[src/rtl/h4mf_pkg.sv]
package h4mf_pkg;
  localparam int H4W    = 2;
  localparam int MF_LEN = 1 << H4W;
  typedef logic [H4W-1:0] h4_t;
  localparam h4_t MF_LAST = h4_t'(MF_LEN - 1);

  function automatic h4_t h4_inc(input h4_t v);
    return v + h4_t'(1);
  endfunction
endpackage

[src/rtl/h4mf_lock_fsm.sv]
module h4mf_lock_fsm
  import h4mf_pkg::*;
#(
  parameter int ERR_MF   = 2,
  parameter int LOCK_RUN = 4
) (
  input  logic clk,
  input  logic clr,
  input  logic vld,
  input  h4_t  val,
  output logic loss_d
);
  localparam int ECW = $clog2(ERR_MF + 1);
  localparam int RCW = $clog2(LOCK_RUN + 1);

  h4_t            ref_q, ref_n;
  logic           loss_q, loss_n;
  logic           mferr_q, mferr_n;
  logic [ECW-1:0] errc_q, errc_n;
  logic [RCW-1:0] run_q, run_n;
  logic           match, acc;

  assign match = (val == ref_q);
  assign acc   = mferr_q | ~match;

  always_comb begin
    ref_n   = ref_q;
    loss_n  = loss_q;
    mferr_n = mferr_q;
    errc_n  = errc_q;
    run_n   = run_q;
    if (vld) begin
      if (loss_q) begin
        ref_n = h4_inc(val);
        if (!match)
          run_n = RCW'(1);
        else if (run_q < RCW'(LOCK_RUN))
          run_n = run_q + RCW'(1);
        if (run_n == RCW'(LOCK_RUN)) begin
          loss_n  = 1'b0;
          run_n   = '0;
          errc_n  = '0;
          mferr_n = 1'b0;
        end
      end else begin
        ref_n = h4_inc(ref_q);
        if (ref_q == MF_LAST) begin
          mferr_n = 1'b0;
          if (!acc)
            errc_n = '0;
          else if (errc_q == ECW'(ERR_MF - 1)) begin
            loss_n = 1'b1;
            errc_n = '0;
            run_n  = '0;
          end else
            errc_n = errc_q + ECW'(1);
        end else
          mferr_n = acc;
      end
    end
  end

  always_ff @(posedge clk) begin
    if (clr) begin
      ref_q   <= '0;
      loss_q  <= 1'b1;
      mferr_q <= 1'b0;
      errc_q  <= '0;
      run_q   <= '0;
    end else begin
      ref_q   <= ref_n;
      loss_q  <= loss_n;
      mferr_q <= mferr_n;
      errc_q  <= errc_n;
      run_q   <= run_n;
    end
  end

  assign loss_d = clr ? 1'b1 : loss_n;
endmodule

[src/rtl/h4mf_alarm_out.sv]
module h4mf_alarm_out (
  input  logic clk,
  input  logic rst,
  input  logic active,
  input  logic loss_d,
  input  logic rd_clr,
  output logic lom,
  output logic lom_lat
);
  logic lom_d;
  assign lom_d = active & loss_d;

  always_ff @(posedge clk) begin
    lom <= lom_d;
    if (rst)
      lom_lat <= active;
    else
      lom_lat <= (lom_d & ~lom) | (lom_lat & ~rd_clr);
  end
endmodule

[src/rtl/h4mf_loss_detector.sv]
module h4mf_loss_detector
  import h4mf_pkg::*;
#(
  parameter int ERR_MF   = 2,
  parameter int LOCK_RUN = 4
) (
  input  logic           clk,
  input  logic           rst,
  input  logic           fmt_en,
  input  logic           mode_sel,
  input  logic           h4_vld,
  input  logic [H4W-1:0] h4_val,
  input  logic           rd_clr,
  output logic           lom,
  output logic           lom_lat
);
  logic active, clr, loss_d;

  assign active = fmt_en & ~mode_sel;
  assign clr    = rst | ~active;

  h4mf_lock_fsm #(.ERR_MF(ERR_MF), .LOCK_RUN(LOCK_RUN)) u_fsm (
    .clk    (clk),
    .clr    (clr),
    .vld    (h4_vld),
    .val    (h4_val),
    .loss_d (loss_d)
  );

  h4mf_alarm_out u_out (
    .clk     (clk),
    .rst     (rst),
    .active  (active),
    .loss_d  (loss_d),
    .rd_clr  (rd_clr),
    .lom     (lom),
    .lom_lat (lom_lat)
  );
endmodule

[config.mk]
export PLATFORM = sky130hd
export DESIGN_NAME = h4mf_loss_detector
export DESIGN_NICKNAME = d
export VERILOG_FILES = /design/src/rtl/h4mf_pkg.sv /design/src/rtl/h4mf_lock_fsm.sv /design/src/rtl/h4mf_alarm_out.sv /design/src/rtl/h4mf_loss_detector.sv
export SDC_FILE = /design/constraint.sdc
export NUM_CORES = 1
export LEC_CHECK = 0
export BUFFER_PORTS_ARGS = -buffer_cell sky130_fd_sc_hd__buf_2
export CAP_MARGIN = 20
export CORE_AREA = 2 2 39 41
export CTS_CLUSTER_SIZE = 28
export DETAILED_ROUTE_END_ITERATION = 7
export DIE_AREA = 0 0 41 43
export PLACE_DENSITY = 0.7
export SETUP_SLACK_MARGIN = 0.3
export SYNTH_ARGS = -nofsm -noshare
export SYNTH_HDL_FRONTEND = slang
export SYNTH_SLANG_ARGS = --single-unit
export TNS_END_PERCENT = 5
[constraint.sdc]
create_clock -name clk -period 3.2 [get_ports clk]
set_input_delay 0.32 -clock clk [delete_from_list [all_inputs] [get_ports clk]]
set_output_delay 0.32 -clock clk [all_outputs]
set_load 0.02 [all_outputs]
# After elaboration in Yosys (flattened, before gate mapping)
# Index checks and enable logic that the tools add are counted.
# classes
reduce_logical,6
order_cmp,1
mux,26
bitwise_logic,12
addsub,4
n_eq_ne,5
# op_table
cell,count
2-to-1 mux 3 bit,9
2-to-1 mux 2 bit,6
2-to-1 mux 1 bit,11
"adder 2 x 1 -> 2 bit, second input constant",3
nonzero test 2 bit,3
NOT 1 bit,5
AND 1 bit,4
AND reduction 4 bit,1
"adder 3 x 1 -> 3 bit, second input constant",1
"== test 3 bit, second input constant",1
"less-than comparator 3 bit, second input constant",1
OR 1 bit,3
AND reduction 3 bit,1
"== test 2 x 1 -> 1 bit, second input constant",1
== test 2 bit,1
"== test 2 bit, second input constant",1
"!= test 2 bit, second input constant",1
AND reduction 2 bit,1
# totals
ff_bits,11
output_inout_bits,2
word_cells,61
inputBits,8

# Depth between registers and ports, before layout
# Gate-level depths: netlist (run 1).
# logic_depth
ltp_word,14
depth_mapped,6
mapped_depth_nobuf,6

# Hierarchy
# Synthesis (run 1) repeated with hierarchy kept, for this count alone.
# hier_totals
hier_cells,77
area_unflattened_um2,671.9
# modules_own_cells
module,n_inst,cells_per_inst,area_each_um2,seq_area_each_um2
h4mf_lock_fsm,1,67,584.3,180.2
h4mf_alarm_out,1,8,70.1,40.0
h4mf_loss_detector,1,2,17.5,0.0

# Worst setup path after synthesis (run 1)
# OpenSTA, ideal clock, no wires.
# synth_path
path_type,register to register
startpoint,reg u_fsm.run_q[0]
endpoint,reg u_fsm.errc_q[1]
path_buffers,0
path_stages_with_launch,7
period_less_slack_ps,1615
path_slack_ps,1585
setup_ps,115
required_ps,3085
arrival_time_ps,1499
path_cell_list,dfxtp_1 > ha_1 > nor3b_1 > a21oi_2 > o32ai_4 > o31ai_1 > and3_1
# synth_via
elab_chain_cells,8
elab_cells_between_ends,9
cone_classes,add/sub: 1; order compare: 1; eq/ne: 2; mux: 4; reduce/logical: 1
# synth_rtl
element,line_no,source
start: declaration,h4mf_lock_fsm.sv:20,"logic [RCW-1:0] run_q, run_n;"
start signal: assignment,h4mf_lock_fsm.sv:75,run_q <= run_n;
adder 3 x 1 -> 3 bit or less-than comparator 3 bit (tied branches),"h4mf_lock_fsm.sv:38, h4mf_lock_fsm.sv:37",
2-to-1 mux 3 bit (*),h4mf_lock_fsm.sv:37,else if (run_q < RCW'(LOCK_RUN))
2-to-1 mux 3 bit (*),h4mf_lock_fsm.sv:35,if (!match)
2-to-1 mux 3 bit (*),h4mf_lock_fsm.sv:33,if (loss_q) begin
2-to-1 mux 3 bit (*),h4mf_lock_fsm.sv:32,if (vld) begin
== test 3 bit (*),h4mf_lock_fsm.sv:39,if (run_n == RCW'(LOCK_RUN)) begin
!= test 2 bit (no line) (*),--,
AND reduction 3 bit (no line) (*),--,
end signal: assignment,h4mf_lock_fsm.sv:74,errc_q <= errc_n;
end: declaration,h4mf_lock_fsm.sv:19,"logic [ECW-1:0] errc_q, errc_n;"
# Mark *: on every way between the ends. The rest lies on a longest branch, timed or not. The select of a mux whose other input is x is not followed.
# A chain may end at the register's enable or synchronous reset.

# Worst setup path in the final report (run 1)
# Ends and elaborated chain as after synthesis.

==> results.toml, run 1 <==
[yosys]
yosysSeqAreaShare_pct = 33.72
synth_warnings = 0
syn_nets = 83
synth_async_sr_flop_share_pct = 0
synth_top_family_by_area = "compound AO/OA/AOI/OAI gates"
synthFlopType = "dfxtp_1"
synth_common_cells = "11 x dfxtp_1, 8 x nand2_1, 7 x nor2_1, 5 x a21oi_1, 4 x o21ai_0"
syn_area_per_cell_um2 = 8.826
synth_top_cell_by_area = "dfxtp_1"
synth_compound_area_share_pct = 33.14
muxShareOfSynthArea_pct = 3.257
synth-edff-count = 0
syn_area_um2 = 653.1
synth_xor_area_share_pct = 4.023
synthDominantCellAreaShare_pct = 33.72
ys_types = 34
synth_seq_cells = 11
synthCells = 74
synthTopCellsByArea = "dfxtp_1 34%, nand2_1 4.6%, o32ai_4 4.2%, nor2_1 4.0%, a21oi_1 3.8%"
synth_simple_gate_area_share_pct = 18.77
yosysMostFrequentCell = "dfxtp_1"
synthAdderAreaFrac_pct = 1.916

[setup_path]
max_stage_delay_ps = 350
crit_slowest_cell = "dfxtp_1"
crit_chain = "ha_1 > nor3b_1 > a21oi_2 > o32ai_4 > o31ai_1 > and3_1"
critPathArrivalTime_ps = 1890
crit_buf_inv = 0
worstSetupEndpointType = "flip-flop"
cp_max_fo = 5
cp.required_ps = 3380
crit_family = "compound AO/OA/AOI/OAI gates"
cp.depth = 6
crit_type = "reg -> reg"
startpoint_type = "flip-flop"
ff2ff_path_depth = 6

[placement]
dp_slack_ps = 1479
gp_congestion = 0.8142
io_buffers = 9
hpwl_um = 962.7
dp.cells = 97

[grt]
grt_pass1_wl_mm = 2.159
grtUsageTotal_pct = 18.18
grt_pass1_vias = 528
grt_start_max_net_pins = 12
antenna_found_initial = 0
grt_remaining_overflow = 0

[floorplan]
initial_core_util_pct = 47.20
die_y_um = 43
die_w_um = 41
pin_count = 10
core_um2 = 1384
dieArea_um2 = 1763
rows = 14

[clock_network]
cts_setup_buffers = 0
cts_resized = 0
hold_buffers = 0
cts_sinks = 11
cts_buffer_depth = 2
numCtsBuffers = 3
htree_levels = 1
clk_pin_slew_ps = 80
cts_root_buf = "clkbuf_4"
clk_latency_ps = 280
cts_tree = "done"

[power_and_ir_drop]
p_leak_nw = 0.2648
p_sw_mw = 0.07648
p_clk_share_pct = 35.6
power_frac_comb_pct = 13.4
pwr-share-seq_pct = 51.1
powerDensity_nw_per_um2 = 384.1
swShare_pct = 27.53
peakVddDrop_v = 0.0002074
power.internal_mw = 0.2013

[min_path]
hold_class = "in -> reg"
min_path_cells = 2

[timing]
finalCritPeriodShare_pct = 53.47
finalMaxSlewViolations = 0
worstMarginPinSlew_ps = 565.8
hold_slack_ps = 299.5
finClkSkew_ps = 1.186
tns_ps = 0
hold_viol_final = 0
fin_ws_ps = 1489
rsz0062_at_grt = "false"
finalCriticalPeriod_ps = 1711
setup_violations = 0
fmax_mhz = 584.4
maxSlewHeadroom_pct = 62.14

[drt]
ant_nets = 0
num_vias = 567
dr.first_iter.drc_count = 8
wl_per_cell_um = 12.65
drc_errors = 0
drt-vias-per-instance = 5.614
routed_wl_mm = 1.278
dr.pass1.iters = 4

[run]
cap_viol_max_count = 0

[final_layout]
area_growth_pct = 10.73
diodes = 0
final_cell_count_no_fill = 101
post-route-util_pct = 52.26
drive_gt1_share_pct = 23.53
nets = 95

[run_status]
status = "finished, final reports clean"
[area by class of cell]
cell class | instances | area, um^2
fillers | 144 | 660.6
repair buffers | 9 | 45.04
multi-input cells | 58 | 399.1
well taps | 16 | 20.02
clock buffers | 3 | 22.52
flip-flops and latches | 11 | 220.2
clock inverters | 1 | 5.005
inverters | 3 | 11.26
[worst reg2reg max path, cell delays in order, from the launching register on]
cell and delay, ps:
dfxtp_1 350, ha_1 320, nor3b_1 230, a21oi_2 100
o32ai_4 330, o31ai_1 110, and3_1 180
[registers in the layout (all words and copies together) (netlist names)]
name           flops
u_fsm.loss_q       1
u_fsm.run_q        3
u_fsm.mferr_q      1
u_fsm.errc_q       2
u_out.lom          1
u_out.lom_lat      1
u_fsm.ref_q        2
[layer usage]
layer	global-route usage, %	up-vias	wire [um]
li1	-	293	-
met1	23.61	262	603
met2	26.25	10	610
met3	4.712	2	50
met4	10.00	0	14
met5	0	-	0
[power groups by stage]
stage / combinational, mW / clock, mW / sequential, mW
final: 0.0371 / 0.0989 / 0.142
after global routing: 0.0417 / 0.107 / 0.142
after CTS: 0.0372 / 0.101 / 0.142
after detailed placement: 0.0371 / 0 / 0.145
after global placement: 0.0365 / 0 / 0.145
after floorplan: 0.0246 / 0 / 0.147
[kinds of logic (layout without fill, tap and decap cells)]
| family | after synthesis | in the layout |
|---|---|---|
| AOI/OAI and AO/OA | 27 | 27 |
| and+or+nand+nor | 25 | 25 |
| DFF | 11 | 11 |
| buffers and inverters | 5 | 16 |
| xor gates and xnor gates | 3 | 3 |
| muxes | 2 | 2 |
| adders and majority gates | 1 | 1 |
[through the flow]
| stage | power (mW) | instance area, um^2 |
|---|---|---|
| final | 0.2778 | 723.2 |
| after global routing | 0.2908 | 723.2 |
| after CTS | 0.2802 | 723.2 |
| after detailed placement | 0.1822 | 695.7 |
| after global placement | 0.1814 | 695.7 |
| after floorplan | 0.1721 | 653.1 |
[cell usage in the layout (no fill, tap or decap), drive strengths merged, types with 2 or more instances in the layout]
cell type / n
a211oi: 3
a21oi: 6
buf: 9
clkbuf: 3
dfxtp: 11
inv: 3
nand2: 8
nand2b: 3
nor2: 7
o21ai: 7
o31ai: 3
o32ai: 2
xor2: 2
[final timing paths]
check,start,end,slack [ps]
setup / recovery,u_fsm.run_q[0],u_fsm.errc_q[1],1490
hold / removal,h4_vld,u_fsm.ref_q[0],300
setup reg to reg,u_fsm.run_q[0],u_fsm.errc_q[1],1490
hold reg to reg,u_out.lom,u_out.lom_lat,460
(Power assumes the default switching activity.)
==> run 2: changes to the inputs <==
--- a/config.mk
+++ b/config.mk
@@ -5,6 +5,7 @@
 export SDC_FILE = /design/constraint.sdc
 export NUM_CORES = 1
 export LEC_CHECK = 0
+export ABC_AREA = 1
 export BUFFER_PORTS_ARGS = -buffer_cell sky130_fd_sc_hd__buf_2
 export CAP_MARGIN = 20
 export CORE_AREA = 2 2 39 41
==> constraint.sdc (replaced) <==
create_clock -name clk -period 1.58 [get_ports clk]
set_input_delay 0.158 -clock clk [delete_from_list [all_inputs] [get_ports clk]]
set_output_delay 0.158 -clock clk [all_outputs]
set_load 0.02 [all_outputs]
==> run 2 against run 1 <==
Effect of this change:
- synthesized area shrank 1.3%
- design area grew 15%
- synthesized cell count grew 28%
- hold slack lost 110 ps
- clock skew grew 1.6 ps
- clock power grew 83%
- sequential power grew 100%
- via count grew 11%
- sequential share of layout area shrank 2.8 points
- first-iteration DRC count shrank 50%
- power grew 100%
- largest cell class unchanged
- highest routed layer unchanged
==> results.toml, run 2 <==
[final_layout]
layout_common_cells = "21 x nand2_1, 16 x inv_1, 9 x nor2_1, 9 x buf_2"
post-route-util_pct = 60.22
finish.instance_area_um2 = 833.3
largest_register_ff_count = 3
largest_register = "u_fsm.run_q"
nets = 122
reg_top3 = "u_fsm.run_q: 3 flops, u_fsm.errc_q: 2 flops, u_fsm.ref_q: 2 flops"
layout.cells.most_common = "nand2_1"
diodes = 0
area_growth_pct = 29.32
drive_gt1_share_pct = 32.14
final_cell_count_no_fill = 128

[yosys]
yosysSeqAreaShare_pct = 34.17
synth_seq_cells = 11
synth-edff-count = 0
ys_types = 21
synth_async_sr_flop_share_pct = 0
syn_area_per_cell_um2 = 6.783
synthFlopType = "dfxtp_1"
synth_warnings = 0
synth_top_cell_by_area = "dfxtp_1"
synth_common_cells = "24 x nand2_1, 16 x inv_1, 11 x dfxtp_1, 9 x nor2_1, 7 x a21oi_1"
yosysMostFrequentCell = "nand2_1"
synthCells = 95
syn_nets = 104
synthDominantCellAreaShare_pct = 34.17
synthTopCellsByArea = "dfxtp_1 34%, nand2_1 14%, inv_1 9.3%, nand3_2 6.2%, a21oi_1 5.4%"
syn_area_um2 = 644.4

[clock_network]
clk_pin_slew_ps = 70
htree_levels = 1
cts_sinks = 11
cts_tree = "done"
cts_root_buf = "clkbuf_4"
cts_buffer_depth = 2
numCtsBuffers = 3
clk_latency_ps = 260

[setup_path]
max_stage_delay_ps = 370
crit_buf_inv = 0
crit_chain = "xnor2_4 > nand2_4 > nor2_4 > nand2_1 > nand2_1 > nand3_2 > o21ai_2 > nor2_1"
cp_max_fo = 4
startpoint = "u_fsm.ref_q[0]"
ff2ff_path_depth = 8
worstSetupEndpoint = "u_fsm.errc_q[1]"
cp.depth = 8
startpoint_type = "flip-flop"
crit_slowest_cell = "dfxtp_4"
crit_type = "reg -> reg"
rr_endpoint = "u_fsm.errc_q[1]"
worstSetupEndpointType = "flip-flop"
crit_family = "simple AND/OR/NAND/NOR gates"
cp.required_ps = 1740
rr_startpoint = "u_fsm.ref_q[0]"
critPathArrivalTime_ps = 1460
ff2ff_setup_slack_ps = 280
crit_top_cell = "nand2_1"

[grt]
antenna_found_initial = 0
grtUsageTotal_pct = 17.80
grt_pass1_wl_mm = 2.152
grt_remaining_overflow = 0
grt_start_max_net_pins = 9
grt_pass1_vias = 541

[drt]
drt-vias-per-instance = 4.898
ant_nets = 0
dr.first_iter.drc_count = 4
dr.pass1.iters = 3
wl_per_cell_um = 9.945
routed_wl_mm = 1.273
num_vias = 627
drc_errors = 0

[floorplan]
pin_count = 10
initial_core_util_pct = 46.56
rows = 14
die_y_um = 43
die_w_um = 41
dieArea_um2 = 1763
core_um2 = 1384

[power_and_ir_drop]
peakVddDrop_v = 0.0004046
p_leak_nw = 0.3900
finalPower_mw = 0.5573
powerDensity_nw_per_um2 = 668.7

[timing]
hold_viol_final = 0
rsz0062_at_grt = "true"
fin_ws_ps = 275.4
finClkSkew_ps = 2.770
worstMarginPinSlew_ps = 286.1
finalCriticalPeriod_ps = 1305
finalCritPeriodShare_pct = 82.57
fmax_mhz = 766.5
finalMaxSlewViolations = 0
tns_ps = 0
setup_violations = 0
maxSlewHeadroom_pct = 80.90
hold_slack_ps = 191.2

[placement]
dp.cells = 120
gp_congestion = 0.8284
dp_slack_ps = 138.9
io_buffers = 9
hpwl_um = 976
placed_area_um2 = 711.9

[run]
cap_viol_max_count = 0

[run_status]
status = "finished, final reports clean"

[min_path]
hold_class = "in -> reg"
run 2: how the worst min path moves through the flow:
stage / startpoint / end / slack [ps] / cells past startpoint
2_1_floorplan: rst / u_fsm.loss_q / 290 / 2
3_3_place_gp: u_fsm.errc_q[1] / u_fsm.errc_q[1] / 450 / 2
3_5_place_dp: u_fsm.errc_q[1] / u_fsm.errc_q[1] / 450 / 2
4_1_cts: mode_sel / u_out.lom_lat / 190 / 4
5_1_grt: mode_sel / u_out.lom_lat / 200 / 4
6_report: mode_sel / u_out.lom_lat / 190 / 4
run 2: area by class of cell:
type                    instances  area (um^2)
clock buffers                   4        26.28
multi-input cells              67        417.9
well taps                      16        20.02
flip-flops and latches         11        230.2
repair buffers                 13        75.07
fillers                       139        550.5
inverters                      17        63.81
run 2: what timing repair did:
item	in CTS	in global routing
gates resized for setup	10	6
hold buffers	0	0
setup endpoints to repair	8	8
pin swaps	8	2
buffers inserted	4	0
run 2: worst reg2reg max path, delay by kind of cell (launching register included):
family | cells | cell delay, ps
simple gates | 6 | 480
xor+xnor | 1 | 230
compound gates | 1 | 120
flops | 1 | 370
run 2: kinds of logic (layout without fill, tap and decap cells):
logic type	after synthesis	in the layout	synth area share (%)
AO/OA/AOI/OAI	16	16	13.40
XOR/XNOR	2	2	3.884
adder cells (fa/ha/maj)	1	1	1.941
buffers and inverters	17	34	9.903
flip-flops	11	11	34.17
AND/OR/NAND/NOR	48	48	36.70
run 2: power by group:
group	switching, mW	leakage [nW]	internal (mW)
Clock	0.0836	0.0150	0.0974
Combinational	0.0528	0.283	0.0356
Sequential	0.00586	0.0921	0.282
run 2: per-layer routing:
layer	share of wire, %	wire length, um	GRT usage [%]	up-vias
met2	47	595	26.56	12
met5	0	0	0	-
met3	3.7	47	3.141	2
met1	48	617	24.01	276
met4	1.0	13	8.000	0
li1	-	-	-	337
